===== config.mk =====
export PLATFORM = sky130hd
export DESIGN_NAME = tmr_irq_entry
export DESIGN_NICKNAME = d
export VERILOG_FILES = /design/src/rtl/tmr_irq_entry.sv
export SDC_FILE = /design/constraint.sdc
export NUM_CORES = 1
export LEC_CHECK = 0
export BUFFER_PORTS_ARGS = -buffer_cell sky130_fd_sc_hd__buf_2
export CELL_PAD_IN_SITES_DETAIL_PLACEMENT = 1
export CELL_PAD_IN_SITES_GLOBAL_PLACEMENT = 1
export CORE_AREA = 4 4 94 96
export DETAILED_ROUTE_END_ITERATION = 16
export DIE_AREA = 0 0 98 100
export PLACE_DENSITY = 0.83
export SLEW_MARGIN = 20
export SYNTH_ARGS = -nofsm -noshare
export SYNTH_HDL_FRONTEND = slang
export SYNTH_SLANG_ARGS = --single-unit

===== constraint.sdc =====
create_clock -name clk -period 1.9 [get_ports clk]
set_input_delay 0.095 -clock clk [delete_from_list [all_inputs] [get_ports clk]]
set_output_delay 0.095 -clock clk [all_outputs]
set_load 0.01 [all_outputs]

===== src/rtl/tmr_irq_entry.sv =====
module tmr_irq_entry #(
  parameter int AW    = 32,
  parameter int MW    = 32,
  parameter int OFS_W = 12,
  parameter int CM_B  = 31,
  parameter int GS_B  = 28,
  parameter int CE_B  = 17,
  parameter int EE_B  = 15,
  parameter int ME_B  = 12,
  parameter int DE_B  = 9,
  parameter logic [OFS_W-1:0] UD_OFS = 12'h800,
  parameter logic [OFS_W-1:0] PM_OFS = 12'h820
) (
  input  logic          clk,
  input  logic          rst_n,
  input  logic          dec_evt_i,
  input  logic          clr_we_i,
  input  logic          clr_bit_i,
  input  logic          ud_en_i,
  input  logic          pm_exc_i,
  input  logic          hi_pri_i,
  input  logic [MW-1:0] msr_i,
  input  logic          icm_i,
  input  logic [AW-OFS_W-1:0] ivp_i,
  input  logic [AW-1:0] nia_i,
  output logic          ud_take_o,
  output logic          pm_take_o,
  output logic [AW-1:0] fetch_addr_o,
  output logic [AW-1:0] srr0_o,
  output logic [MW-1:0] srr1_o,
  output logic [MW-1:0] msr_o,
  output logic          udis_o
);
  localparam logic [MW-1:0] KEEP = (MW'(1) << CE_B) | (MW'(1) << ME_B) | (MW'(1) << DE_B);

  logic udis_q;
  logic ext_en;
  logic take;
  logic [MW-1:0] entry_msr;

  always_ff @(posedge clk or negedge rst_n) begin
    if (!rst_n)
      udis_q <= 1'b0;
    else if (dec_evt_i)
      udis_q <= 1'b1;
    else if (clr_we_i && clr_bit_i)
      udis_q <= 1'b0;
  end

  assign ext_en    = msr_i[EE_B] | msr_i[GS_B];
  assign ud_take_o = ~hi_pri_i & ext_en & udis_q & ud_en_i;
  assign pm_take_o = ~hi_pri_i & ext_en & pm_exc_i & ~ud_take_o;
  assign take      = ud_take_o | pm_take_o;

  assign entry_msr = (msr_i & KEEP) | (MW'(icm_i) << CM_B);

  assign fetch_addr_o = ud_take_o ? {ivp_i, UD_OFS} :
                        pm_take_o ? {ivp_i, PM_OFS} : '0;
  assign srr0_o = take ? nia_i : '0;
  assign srr1_o = take ? msr_i : '0;
  assign msr_o  = take ? entry_msr : msr_i;
  assign udis_o = udis_q;
endmodule


==> results.cfg <==
[drt]
antenna_left = 0
wl_per_cell_microns = 11.9
drt-pass1-iter-count = 4
drtIter0Drc = 5
routed-via-count = 1655
via_per_inst = 3.63
wl_microns = 5410
remaining_drc_errors = 0

[grt]
track_usage_pct = 9.50
antenna_found_initial = 0
grt_max_degree = 49
grt_pass1_wl_microns = 8050
grt_pass1_vias = 1726
overflow = 0

[yosys]
synth_seq_cells = 1
synth_largest_area_cell = and2_1
yosysTopAreaCellShare_pct = 52.0
netlist_area_sq_um = 1010
synth_seq_area_share_pct = 2.48
ys_warn_count = 0
synthDistinctLibCells = 15
ys_top_cells_by_area = and2_1, nor2b_1, buf_4, buf_6, dfrtp_1
syn_area_per_cell_sq_um = 6.73
syn_inst = 150

[power_and_ir_drop]
power_leakage_nw = 1.37
p_total_mw = 0.509
ir_drop_mv = 0.139
power.density_nw_per_um2 = 243

[timing]
setup-tns-final_ns = 0
rsz0062_at_grt = false
maxSlewViolCount = 0
fin_crit_sh_pct = 79.3
setup_violations = 0
skew_ns = 0
finalCriticalPeriod_ns = 1.51
max_freq_ghz = 0.664
hold_viol_final = 0

[critical_path]
worst_path_max_delay_cell = a21oi_4
slowest_delay_ns = 0.40
critical_path_class = reg2out
reg2reg_depth = 1
start_kind = flip-flop
endpoint_kind = primary output
crit_required_ns = 1.80
critPathMaxFanout = 48
arrival_ns = 1.41
cp_cell_sequence = nand2_1 > a21oi_4 > buf_12 > and2_1 > buf_2

[worst_hold_path]
hp-class = in2reg
worstHoldPathCells = 2

[die]
die_height_microns = 100
ioPinCount = 224
start_util_pct = 12.5
coreArea_sq_um = 8050
placementRows = 33
dieWidth_microns = 98
dieArea_sq_um = 9800

[cells_and_area]
syn2layout_area_growth_pct = 108
instances_no_fill = 456
mostFrequentLayoutCells = buf_2, and2_1, nor2b_1
nets = 446
drive_above_1_share_pct = 62.1
largest_reg_flops = 1
n_fill_cell = 1087
final_common_cell = buf_2
antenna_cells = 0
seqCellArea_sq_um = 25.0
multi_input_area_sq_um = 815

[placed_design]
gp_congestion = 0.894
dp_cells = 455
io_buffers = 213
hpwl_microns = 4990

[clocking]
post_cts_buffers = 0
worstSkewPairLatency_ns = 0
clkTransAtPathRegs_ns = 0

[status]
outcome = completed

[flow_run]
drv_cap = 0
## cell usage after synthesis, drive strengths merged
library cell	number
nand2	3
and2	84
a21oi	1
a21o	1
conb	1
clkbuf	1
mux2	1
buf	24
dfrtp	1
nor2	3
nor2b	28
o21bai	1
inv	1
## stage by stage
step | util, % | instance area, sq um | worst slack [ns] | hold slack [ns]
finish | 26.1 | 2100 | 0.394 | 0.280
floorplan | - | 1040 | 0.556 | -0.201
detailed placement | 25.9 | 2090 | 0.358 | -0.127
global placement | 25.9 | 2090 | 0.423 | -0.130
global route | 26.1 | 2100 | 0.260 | 0.314
CTS | 26.1 | 2100 | 0.355 | 0.284
## layout make-up
cell class	instances	share of cell area (%)
Multi-Input combinational cell	132	38.8
Timing Repair Buffer	217	53.5
Inverter	1	0.179
Sequential cell	1	1.19
Tap cell	105	6.26
## where the power goes
group	total (mW)	switching, mW	leakage, nW	internal [mW]
Combinational	0.485	0.244	1.36	0.241
Sequential	0.0241	0.000965	0.0100	0.0231
Clock	0	0	0	0
## final timing paths
path,start,slack [ns],to
hold / removal,dec_evt_i,0.28,udis_o
setup / recovery,udis_o,0.39,srr1_o[6]
hold reg to reg,udis_o,0.49,udis_o
setup reg to reg,udis_o,1.26,udis_o
max in group asynchronous,rst_n,1.41,udis_o
min in group asynchronous,rst_n,0.41,udis_o
## timing repair
item	CTS	global route
endpoints found under the hold margin	1	0
hold buffers	1	0
gates resized for setup	0	0
## layer usage
layer | wire (microns) | track usage (%) | vias to the layer above
li1 | - | - | 821
met1 | 1790 | 9.50 | 702
met2 | 2900 | 20.2 | 132
met3 | 721 | 2.78 | 0
met4 | 0 | 0 | 0
met5 | 0 | 0 | -
## critical path: cells and delay by family (launching register included)
kind                   cells  cell delay, ns
DFF                        1            0.34
buffers and inverters      2            0.37
and+or+nand+nor            2            0.27
AOI/OAI and AO/OA          1            0.40
## logic make-up after synthesis
logic type	Yosys count	share of synthesized area (%)
muxes	1	1.12
buffers and inverters	26	20.2
DFF	1	2.48
and+or+nand+nor	118	71.6
AOI/OAI and AO/OA	3	4.21
other	1	0.371
Power figures use the tool's default switching activity.
